`src/rtl/cmdq_regs.sv`:
```
module cmdq_regs #(
  parameter int DEPTH  = 16,
  parameter int NE_BIT = 3
) (
  input  logic        clk,
  input  logic        rst_n,
  input  logic        h_wr,
  input  logic        h_rd,
  input  logic [7:0]  h_addr,
  input  logic [31:0] h_wdata,
  output logic [31:0] h_rdata,
  output logic        irq,
  output logic        l_in_valid,
  output logic [31:0] l_in_data,
  input  logic        l_pop,
  output logic        l_in_ovf,
  input  logic        l_push,
  input  logic [31:0] l_push_tag,
  input  logic        l_push_err,
  output logic        l_out_full,
  output logic        l_db_cfg,
  input  logic        l_db_ack
);
  localparam int PW = $clog2(DEPTH);
  localparam logic [PW:0] FULLC = (PW+1)'(DEPTH);
  localparam logic [7:0] A_DB = 8'h20, A_ST = 8'h30, A_MK = 8'h34,
                         A_IN = 8'h40, A_OUT = 8'h44;

  logic [31:0]   iq [DEPTH];
  logic [31:0]   oq [DEPTH];
  logic [PW-1:0] iq_wp, iq_rp, oq_wp, oq_rp;
  logic [PW:0]   iq_cnt, oq_cnt;
  logic [31:0]   mask;

  wire iq_push = h_wr && h_addr == A_IN && iq_cnt != FULLC;
  wire iq_pop  = l_pop && iq_cnt != '0;
  wire oq_push = l_push && oq_cnt != FULLC;
  wire oq_pop  = h_rd && h_addr == A_OUT && oq_cnt != '0;
  wire oq_ne   = oq_cnt != '0;
  wire db_set  = h_wr && h_addr == A_DB && h_wdata[0];

  assign l_in_valid = iq_cnt != '0;
  assign l_in_data  = iq[iq_rp];
  assign l_out_full = oq_cnt == FULLC;
  assign irq        = oq_ne && !mask[NE_BIT];

  always_ff @(posedge clk) begin
    if (iq_push) iq[iq_wp] <= h_wdata;
    if (oq_push) oq[oq_wp] <= {l_push_tag[31:2], l_push_err, 1'b0};
  end

  always_ff @(posedge clk) begin
    if (!rst_n) begin
      iq_wp <= '0; iq_rp <= '0; iq_cnt <= '0;
      oq_wp <= '0; oq_rp <= '0; oq_cnt <= '0;
      mask <= '1; l_db_cfg <= 1'b0; l_in_ovf <= 1'b0;
    end else begin
      if (iq_push) iq_wp <= iq_wp + 1'b1;
      if (iq_pop)  iq_rp <= iq_rp + 1'b1;
      case ({iq_push, iq_pop})
        2'b10:   iq_cnt <= iq_cnt + 1'b1;
        2'b01:   iq_cnt <= iq_cnt - 1'b1;
        default: ;
      endcase
      if (oq_push) oq_wp <= oq_wp + 1'b1;
      if (oq_pop)  oq_rp <= oq_rp + 1'b1;
      case ({oq_push, oq_pop})
        2'b10:   oq_cnt <= oq_cnt + 1'b1;
        2'b01:   oq_cnt <= oq_cnt - 1'b1;
        default: ;
      endcase
      if (h_wr && h_addr == A_IN && iq_cnt == FULLC) l_in_ovf <= 1'b1;
      if (h_wr && h_addr == A_MK) mask <= h_wdata;
      if (db_set) l_db_cfg <= 1'b1;
      else if (l_db_ack) l_db_cfg <= 1'b0;
    end
  end

  always_comb begin
    case (h_addr)
      A_DB:    h_rdata = {31'b0, l_db_cfg};
      A_ST:    h_rdata = 32'(oq_ne) << NE_BIT;
      A_MK:    h_rdata = mask;
      A_OUT:   h_rdata = oq_ne ? oq[oq_rp] : 32'hFFFF_FFFF;
      default: h_rdata = '0;
    endcase
  end
endmodule

```
`config.mk`:
```
export PLATFORM = sky130hd
export DESIGN_NAME = cmdq_regs
export DESIGN_NICKNAME = d
export VERILOG_FILES = /design/src/rtl/cmdq_regs.sv
export SDC_FILE = /design/constraint.sdc
export NUM_CORES = 1
export LEC_CHECK = 0
export CAP_MARGIN = 20
export CORE_MARGIN = 4
export CORE_UTILIZATION = 55
export CTS_BUF_LIST = sky130_fd_sc_hd__clkbuf_2 sky130_fd_sc_hd__clkbuf_4 sky130_fd_sc_hd__clkbuf_8
export CTS_CLUSTER_DIAMETER = 50
export CTS_CLUSTER_SIZE = 28
export DETAILED_ROUTE_END_ITERATION = 10
export DONT_BUFFER_PORTS = 1
export MAX_ROUTING_LAYER = met4
export PLACE_DENSITY_LB_ADDON = 0.12
export SLEW_MARGIN = 20
export SYNTH_ARGS = -nofsm -noshare
export SYNTH_HDL_FRONTEND = slang
export SYNTH_SLANG_ARGS = --single-unit
export TNS_END_PERCENT = 50
```
`constraint.sdc`:
```
create_clock -name clk -period 4.5 [get_ports clk]
set_clock_uncertainty 0.1 [all_clocks]
set_input_delay 0.9 -clock clk [delete_from_list [all_inputs] [get_ports clk]]
set_output_delay 0.9 -clock clk [all_outputs]
set_load 0.01 [all_outputs]
```
# Yosys cells after proc, flatten, opt, wreduce, memory -nomap -nowiden
# Memories as Yosys holds them, arrays and structs flattened. A register that Yosys moved wholly into a read port is not among the register bits.
# Cells that the tools add are included.
classes:
  muxes: 14
  n_eq_ne: 13
  reduce_logical: 17
  addsub: 8
ops:
  columns: ["op", "n"]
  rows:
  - ["$pmux W32 S4", 1]
  - ["$mux W32", 1]
  - ["$eq A8 B6 Y1 const B", 3]
  - ["$pmux W5 S2", 2]
  - ["$add A4 B1 Y4 const B", 4]
  - ["$eq A8 B7 Y1 const B", 2]
  - ["$mux W4", 4]
  - ["$logic_and A1 B1 Y1", 11]
  - ["$add A5 B1 Y5 const B", 2]
  - ["$eq A5 B5 Y1 const B", 2]
  - ["$ne A5 B5 Y1 const B", 2]
  - ["$reduce_bool A5 Y1", 2]
  - ["$sub A5 B1 Y5 const B", 2]
  - ["$mux W1", 6]
  - ["$reduce_bool A2 Y1", 3]
  - ["$eq A2 B1 Y1 const B", 2]
  - ["$eq A2 B2 Y1 const B", 2]
  - ["$logic_not A1 Y1", 1]
totals:
  reg_bits: 60
  in_bits: 80
  memories: 2
  ramBits: 1008
memory_table:
  columns: ["memory", "depth", "word_bits", "read_ports", "rd_clocked_by_memory_dff", "wr", "line_no", "rtl"]
  rows:
  - ["iq", 16, 32, 1, 1, 1, "29", "logic [31:0] iq [DEPTH];"]
  - ["oq", 16, 31, 1, 1, 1, "30", "logic [31:0] oq [DEPTH];"]

# Logic depth before layout (Yosys ltp)
# Gate-level depths: netlist (run 1).
depth:
  ltp_word: 5
  depth_mapped: 15
  mapped_depth_nobuf: 13

# Worst setup path after synthesis (run 1)
# OpenSTA, ideal clock, no wires.
synth_path:
  path_kind: "input to register"
  startpoint: "in h_addr[1]"
  endpoint: "mem iq[3][0] (enable)"
  arrival_time_ps: 4106
  path_buffers: 0
  setup_ps: 461
  cell_stages: 5
  path_slack_ps: -167
  path_cell_list: "nor4_1 > nand3_1 > a21oi_2 > nand2_1 > nor3_1"
synth_between:
  elab_chain_len: 5
synth_rtl:
  columns: ["item", "line_no", "rtl"]
  rows:
  - ["start: declaration", "9", "input logic [7:0] h_addr,"]
  - ["$eq A8 B7 Y1", "35", "wire iq_push = h_wr && h_addr == A_IN && iq_cnt != FULLC;"]
  - ["$logic_and A1 B1 Y1 (2 in series)", "35", null]
  - ["$mux W1", "48", "if (iq_push) iq[iq_wp] <= h_wdata;"]
  - ["$mux W1 (implied by the code)", "48", null]
  - ["end: declaration", "29", null]
# Every way passes these cells.

==> results of run 1 <==
## worst min-delay path by stage
stage	startpoint	endpoint	slack, ns	cells past startpoint
2_1_floorplan	mask[10]$_SDFFE_PN1P_	mask[10]$_SDFFE_PN1P_	0.34	2
3_3_place_gp	mask[30]$_SDFFE_PN1P_	mask[30]$_SDFFE_PN1P_	0.35	2
3_5_place_dp	mask[15]$_SDFFE_PN1P_	mask[15]$_SDFFE_PN1P_	0.36	2
4_1_cts	rst_n	mask[2]$_SDFFE_PN1P_	0.09	1
5_1_grt	h_wdata[28]	iq[14][28]$_DFFE_PP_	0.11	0
6_report	h_wdata[27]	iq[15][27]$_DFFE_PP_	0.17	0
## per-stage QoR
stage | worst slack (ns) | hold slack, ns | std cells
floorplan | -0.130 | 0.341 | 1898
global placement | 0.574 | 0.352 | 2822
detailed placement | 0.571 | 0.357 | 2822
CTS | 0.250 | 0.0907 | 2995
global route | 0.164 | 0.112 | 2996
finish | 0.352 | 0.166 | 2996
## cell usage in the layout, fill, tap and decap left out, types with 3 or more instances in the layout
cell	n
clkinv_4	5
dfxtp_2	4
nand3_1	35
ha_1	17
clkinvlp_4	12
mux2i_1	6
clkinv_2	4
clkinv_8	12
dfxtp_4	4
or3_1	3
bufinv_16	4
inv_1	41
mux4_2	315
inv_8	10
edfxtp_1	1008
nand2b_1	7
nand4_1	4
xnor2_1	13
nor3_2	7
buf_4	44
clkbuf_4	6
buf_12	19
clkbuf_8	95
o21ai_0	37
inv_12	4
a21oi_1	36
nor2b_1	11
nor2_1	7
inv_6	19
nor2_4	24
xor2_1	7
nand2_1	85
and2_1	21
dfxtp_1	60
## routing by layer
metal / part of all wire / wire (um)
met3: 0.062 / 5480
met1: 0.40 / 35000
met5: 0 / 0
met2: 0.52 / 46100
met4: 0.020 / 1760
## kinds of logic (layout without fill, tap and decap cells)
| family | after synthesis | after routing | synth area share |
|---|---|---|---|
| flip-flops | 1076 | 1076 | 0.763 |
| multiplexers | 321 | 321 | 0.173 |
| AND/OR/NAND/NOR | 220 | 220 | 0.0261 |
| buffers and inverters | 149 | 277 | 0.0155 |
| AO/OA/AOI/OAI | 94 | 94 | 0.0132 |
| XOR/XNOR | 21 | 21 | 0.00462 |
| adder cells (fa/ha/maj) | 17 | 17 | 0.00513 |
| other | 0 | 1 | 0 |
## state kept, by name (all words and copies together) (netlist names), named ones only
name	count
iq_cnt	5
iq	512
l_db_cfg	1
oq	496
iq_rp	4
l_in_ovf	1
oq_wp	4
iq_wp	4
oq_rp	4
mask	32
oq_cnt	5
## where the power goes
group / switching (mW) / total (mW) / internal, mW / leakage [nW]
clock: 3.66 / 6.19 / 2.53 / 1.07
combinational: 0.105 / 0.188 / 0.0831 / 3.05
sequential: 0.0176 / 11.0 / 11.0 / 9.64
total: 3.79 / 17.4 / 13.6 / 13.8
## cell type report
| type | count | area [um^2] | share of cell area |
|---|---|---|---|
| flip-flops and latches | 1076 | 31700 | 0.698 |
| multi-input cells | 673 | 9430 | 0.208 |
| diodes | 1 | 2.50 | 0.0000552 |
| inverters | 41 | 154 | 0.00339 |
| clock inverters | 72 | 821 | 0.0181 |
| clock buffers | 101 | 1350 | 0.0298 |
| repair buffers | 63 | 711 | 0.0157 |
| well taps | 969 | 1210 | 0.0267 |
## worst max-delay path, delay by kind of cell, from the launching register on
family / cells / cell delay [ns]
buf+inv: 2 / 0.67
compound gates: 1 / 0.29
mux: 2 / 1.05
flops: 1 / 0.38
## synth_stat cells (13+ instances only)
cell	number
nand2_1	87
mux4_2	315
o21ai_0	37
ha_1	17
edfxtp_1	1008
inv_1	41
clkbuf_1	63
nand3_1	35
a21oi_1	36
and2_1	20
buf_2	29
xnor2_1	13
nor2_1	31
dfxtp_1	68
==> metrics.txt, run 1 <==
Pwr Density 383 mW/mm^2; Die W 283 um; R2R cell count 11; vias per cell 6.20; Hold WC Path Type in2reg; Final HPWL DP 49,800 um; critical path cell sequence buf_4 > mux4_2 > mux4_2 > inv_1 > o21ai_0; Pre-Repair DR Iteration Count 5; Inserted Clock Buffers 92; Synth area leader edfxtp_1; Routed WL 88,400 um; Fin. Hold Viols 0; total grt overflow 0; Hold-fix buffers, CTS 0; Post-route DRC 0; Critical Path RT 3.50 ns; Crit-path slowest cell mux4_2; CP peak stage delay 0.58 ns; Area Overhead vs Synth 9.35%; startpoint types flop; Async SR Flop Fraction 0; outcome finished, final reports clean; Rows 100; VDD IR max 354 uV; RSZ-0062 raised after global routing no; met1 Use GR 0.302; Max Slew Vio Count 0; sequential area share after synthesis 0.763; final setup vio count 0; Ys Warns 0; worst reg2reg setup slack 1.01 ns; Tcrit/Tclk final 0.922; syn_area_per_cell 21.8 um^2; Vias 18,600; total power after layout 17.4 mW; CP endpoint kind output pin; max cap viols 0; Antenna Nets Post-Route 0; Placed Area 0.0432 mm^2; post-synth top area share 0.730; Max-slew headroom 0.362; fmax 0.241 GHz; WL/cell 29.5 um; global-route wire length before repair 130,000 um; setup_tns 0 ns; clk buf depth 3; FF+latch count, synth 1,076; core outline area 0.0746 mm^2; synth top area cells edfxtp_1 73%, mux4_2 17%, dfxtp_1 3.3%; fin nets 2,044; die area 0.0798 mm^2; Fill cells 5,194; share of cells above drive strength 1 0.297; CP dominant cell by count mux4_2; vias in the first global route 19,400; Setup CP Type reg2out; gr busiest metal met2; Worst Tran Pin Value 0.947 ns; post-CTS setup buffer count 0; fin util 0.608; met3 usage 0.0474; clock latency at the later pin of the worst-skew pair 0.70 ns; antenna violations before repair 1; number of synthesized flops with an enable pin 1,008; Netlist Area Pre-Place 0.0415 mm^2; root buf cell clkbuf_8; largest net degree at the start of global routing 67; RR Startpoint oq_cnt[1]$_SDFFE_PN0P_; starting density of the core 0.556; GPL Wtd Cong 0.797; Die H 283 um; Reg clk slew, reported paths 0.11 ns; IO buf count 0; Initial DRC Count 1,604; post-synthesis cell count 1,898; WP data arrival 3.15 ns; min Tclk post-route 4.15 ns; predominant post-synthesis flop cell edfxtp_1; post-CTS resize count 0; CP Capture Point h_rdata[2]; Crit Path Max Fanout 33; FF-to-FF End oq_cnt[4]$_SDFFE_PN0P_; io pins 149; post-route cell area 0.0453 mm^2; CTS H-Tree Depth 3; CTS Sinks 1,076; Static Leak 13.8 nW; CTS tree done; met2 global-route usage 0.389; GRT Util Overall 0.233; Netlist cell types 51; syn nets 1,995
Note: power is estimated with default switching activity, not from simulation.
==> run 2: changes to the inputs <==
- PLACE_DENSITY: default -> 0.75
- PLACE_DENSITY_LB_ADDON: 0.12 -> default
==> metrics.txt, run 2 (same netlist as run 1, synthesis figures left out) <==
largest net degree at the start of global routing 89; clock latency at the later pin of the worst-skew pair 0.71 ns; most common cell after layout, fill and taps aside edfxtp_1; Setup CP Type reg2out; share of cells above drive strength 1 0.304; antenna violations before repair 0; Die W 283 um; GPL Wtd Cong 0.780; cell total after placement 2,847; Pre-Repair DR Iteration Count 5; Crit Path Max Fanout 32; Reg clk slew, reported paths 0.13 ns; root buf cell clkbuf_8; Crit-path slowest cell mux4_2; CP top delay family multiplexers; Fin. Hold Viols 0; Initial DRC Count 2,238; CTS H-Tree Depth 3; WL/cell 28.9 um; fin util 0.610; most frequent cells in the layout 1,008 x edfxtp_1, 315 x mux4_2, 91 x clkbuf_8, 87 x nand2_1, 80 x buf_4; WP buf/inv 4; Max-slew headroom 0.277; final setup vio count 0; Static Leak 13.9 nW; startpoint types flop; Inserted Clock Buffers 89; vias in the first global route 19,500; Hold WC Path Type in2reg; clk buf depth 3; Hold Path Stages 0; Biggest register iq; max reg flops 512; VDD IR max 218 uV; min Tclk post-route 4.16 ns; IO buf count 0; Layout Cells excl Fill 3,018; CP endpoint kind output pin; Area Overhead vs Synth 9.78%; fin nets 2,072; total grt overflow 0; Routed WL 87,300 um; GRT Util Overall 0.230; RSZ-0062 raised after global routing no; Rows 100; Antenna Nets Post-Route 0; WP data arrival 3.16 ns; critical path cell sequence buf_12 > buf_4 > mux4_2 > mux4_2 > inv_1 > o21ai_0 > buf_4; core outline area 0.0746 mm^2; Pwr Density 383 mW/mm^2; fmax 0.240 GHz; CP peak stage delay 0.50 ns; Post-route DRC 0; Largest regs iq: 512 flops, oq: 496 flops, mask: 32 flops; setup_tns 0 ns; Levels on crit path 7; Worst Tran Pin Value 1.08 ns; antenna fix cells 0; R2R cell count 10; CTS Sinks 1,076; max cap viols 0; worst hold slack 0.156 ns; Vias 19,000; starting density of the core 0.556; die area 0.0798 mm^2; Tcrit/Tclk final 0.925; CTS tree done; vias per cell 6.29; Die H 283 um; io pins 149; outcome finished, final reports clean; Critical Path RT 3.50 ns; Max Slew Vio Count 0; global-route wire length before repair 130,000 um; Final HPWL DP 50,500 um
## run 2: changes by cell type in the layout (fill, tap and decap cells not counted), moves of 4 or more
cell / previous run / this run
buf_12: 19 / 14
buf_4: 44 / 80
clkbuf_8: 95 / 91
clkinvlp_4: 12 / 5
inv_6: 19 / 11
inv_8: 10 / 15
## run 2: metrics by stage
| stage | area [um^2] | total power, mW | setup slack, ns |
|---|---|---|---|
| global placement | 43300 | 11.4 | 0.673 |
| finish | 45500 | 17.4 | 0.337 |
| floorplan | 41500 | 11.4 | -0.130 |
| CTS | 45500 | 17.6 | 0.0355 |
| detailed placement | 43300 | 11.4 | 0.694 |
| global route | 45500 | 18.0 | 0.215 |
## run 2: path summary, 6_finish.rpt
check,from,to,slack [ns]
max,flop,h_rdata[9],0.34
min,h_wdata[9],iq[7][9]$_DFFE_PP_,0.16
max reg2reg,oq_cnt[1]$_SDFFE_PN0P_,oq_cnt[4]$_SDFFE_PN0P_,1.07
min reg2reg,mask[7]$_SDFFE_PN1P_,mask[7]$_SDFFE_PN1P_,0.38
## run 2: area by class of cell
class / instances / area, um^2
Clock buffer: 96 / 1290
Clock inverter: 69 / 898
Fill cell: 4945 / 29100
Inverter: 41 / 154
Multi-Input combinational cell: 673 / 9430
Sequential cell: 1076 / 31700
Tap cell: 969 / 1210
Timing Repair Buffer: 94 / 881
## run 2: power breakdown
group          total [mW]  internal (mW)  switching [mW]
registers            11.0           11.0          0.0193
logic               0.194         0.0871           0.107
clock network        6.25           2.62            3.63
total                17.4           13.7            3.75
## run 2: layer usage
layer,global-route usage,share of wire,up-vias
met5,-,0,-
met4,0.0503,0.022,0
met3,0.0479,0.075,153
met2,0.386,0.53,731
met1,0.296,0.38,10100
li1,-,-,7985
## run 2: timing repair
| action | 4_1_cts | 5_1_grt |
|---|---|---|
| endpoints found under the setup margin | 0 | 1 |
| hold buffers | 0 | 0 |
| resized for setup | 0 | 0 |
| setup buffers | 0 | 6 |
==> run 3: changes to the inputs <==
- CELL_PAD_IN_SITES_DETAIL_PLACEMENT: default -> 2
- CELL_PAD_IN_SITES_GLOBAL_PLACEMENT: default -> 2
- CORE_UTILIZATION: 55 -> 53
- PLACE_DENSITY: 0.75 -> 0.84
- clock period: 4.5 -> 3.9 ns (I/O delays scaled with it)
==> metrics.txt, run 3 (same netlist as run 1, synthesis figures left out) <==
outcome finished, violations left; failing checks negative setup slack; RSZ-0062 raised after global routing yes; CP endpoint kind output pin; fmax 0.246 GHz; Placed Area 0.0437 mm^2; min Tclk post-route 4.07 ns; CTS tree done; core outline area 0.0775 mm^2; Setup CP Type reg2out; Biggest register iq; max cap viols 0; max reg flops 512; Hold WC Path Type in2reg; total grt overflow 0; io pins 149; Vias 24,700; Pre-Repair DR Iteration Count 6; final setup vio count 30; GPL Wtd Cong 0.738; Initial DRC Count 4,930; CP dominant cell by count mux4_2; total power after layout 22.8 mW; VDD IR max 390 uV; most frequent cells in the layout 1,008 x edfxtp_1, 315 x mux4_2, 112 x clkbuf_8, 87 x nand2_1, 73 x buf_4; clk buf depth 3; Inserted Clock Buffers 109; die area 0.0828 mm^2; Worst Tran Pin Value 1.14 ns; Die W 288 um; Rows 102; Worst Slack Setup Final -0.168 ns; global-route wire length before repair 219,000 um; Pwr Density 478 mW/mm^2; Max Slew Vio Count 0; Max-slew headroom 0.236; dpl ws 0.0581 ns; IO buf count 0; Post-route DRC 0; vias in the first global route 24,200; starting density of the core 0.535; vias per cell 7.53; critical path cell sequence buf_6 > mux4_2 > mux4_2 > inv_1 > o21ai_0 > buf_4; CTS H-Tree Depth 3; Final HPWL DP 77,000 um; clock latency at the later pin of the worst-skew pair 0.80 ns; Static Leak 14.7 nW; post-route cell area 0.0477 mm^2; Critical Path RT 3.02 ns; sequential cell area 0.0317 mm^2; antenna violations before repair 26; Reg clk slew, reported paths 0.13 ns; GRT Util Overall 0.401; Routed WL 179,000 um; area of the multi-input gates 0.00949 mm^2; startpoint types flop; root buf cell clkbuf_8; WP buf/inv 3; CP peak stage delay 0.60 ns; Fin. Hold Viols 0; fin util 0.616; CTS Sinks 1,076; Largest regs iq: 512 flops, oq: 496 flops, mask: 32 flops; Area Overhead vs Synth 15.0%; fin nets 2,193; most common cell after layout, fill and taps aside edfxtp_1; Tcrit/Tclk final 1.04; share of cells above drive strength 1 0.334; Antenna Nets Post-Route 0; Fill cells 5,826; largest net degree at the start of global routing 45; Crit-path slowest cell dfxtp_4; Crit Path Max Fanout 24; WP data arrival 3.19 ns; WL/cell 54.6 um; CP top delay family multiplexers; Die H 288 um
[run 3: power breakdown]
part | leakage, nW | switching, mW | total, mW | internal, mW
sequential | 9.64 | 0.0504 | 12.7 | 12.7
combinational | 3.81 | 0.402 | 0.551 | 0.149
clock | 1.30 | 5.93 | 9.54 | 3.60
total | 14.7 | 6.39 | 22.8 | 16.4
[run 3: worst paths after layout]
path	start	end	slack, ns	cells past startpoint
max	flop	h_rdata[18]	-0.17	6
min	h_wdata[25]	mask[25]$_SDFFE_PN1P_	0.04	2
max reg2reg	oq_cnt[1]$_SDFFE_PN0P_	oq_cnt[4]$_SDFFE_PN0P_	-0.09	12
min reg2reg	mask[12]$_SDFFE_PN1P_	mask[12]$_SDFFE_PN1P_	0.47	2
[run 3: final cells by class]
cell class,count,area share
Sequential cell,1076,0.664
Multi-Input combinational cell,673,0.199
Timing Repair Buffer,195,0.0499
Clock buffer,115,0.0327
Tap cell,1040,0.0273
Clock inverter,90,0.0220
Inverter,41,0.00323
Antenna cell,43,0.00226
[run 3: metal layers]
metal | wire, um | track usage | part of all wire
met5 | 0 | - | 0
met4 | 12400 | 0.160 | 0.069
met2 | 87700 | 0.663 | 0.49
met3 | 20100 | 0.0791 | 0.11
met1 | 58400 | 0.493 | 0.33
[run 3: stage by stage]
step	cells	TNS (ns)	hold WS [ns]
2_1_floorplan	1898	-35.72	0.341
3_3_place_gp	2936	0	0.355
3_5_place_dp	2936	0	0.383
4_1_cts	3225	-0.339	0.00266
5_1_grt	3271	-2.21	0.0445
6_report	3273	-1.88	0.0389
[run 3: timing repair]
action,4_1_cts,5_1_grt
setup buffers,11,2
resized for setup,30,48
endpoints found under the setup margin,50,31
hold buffers,65,0
pin swaps,0,0
cloned,8,5
hold endpoints to repair,1037,0
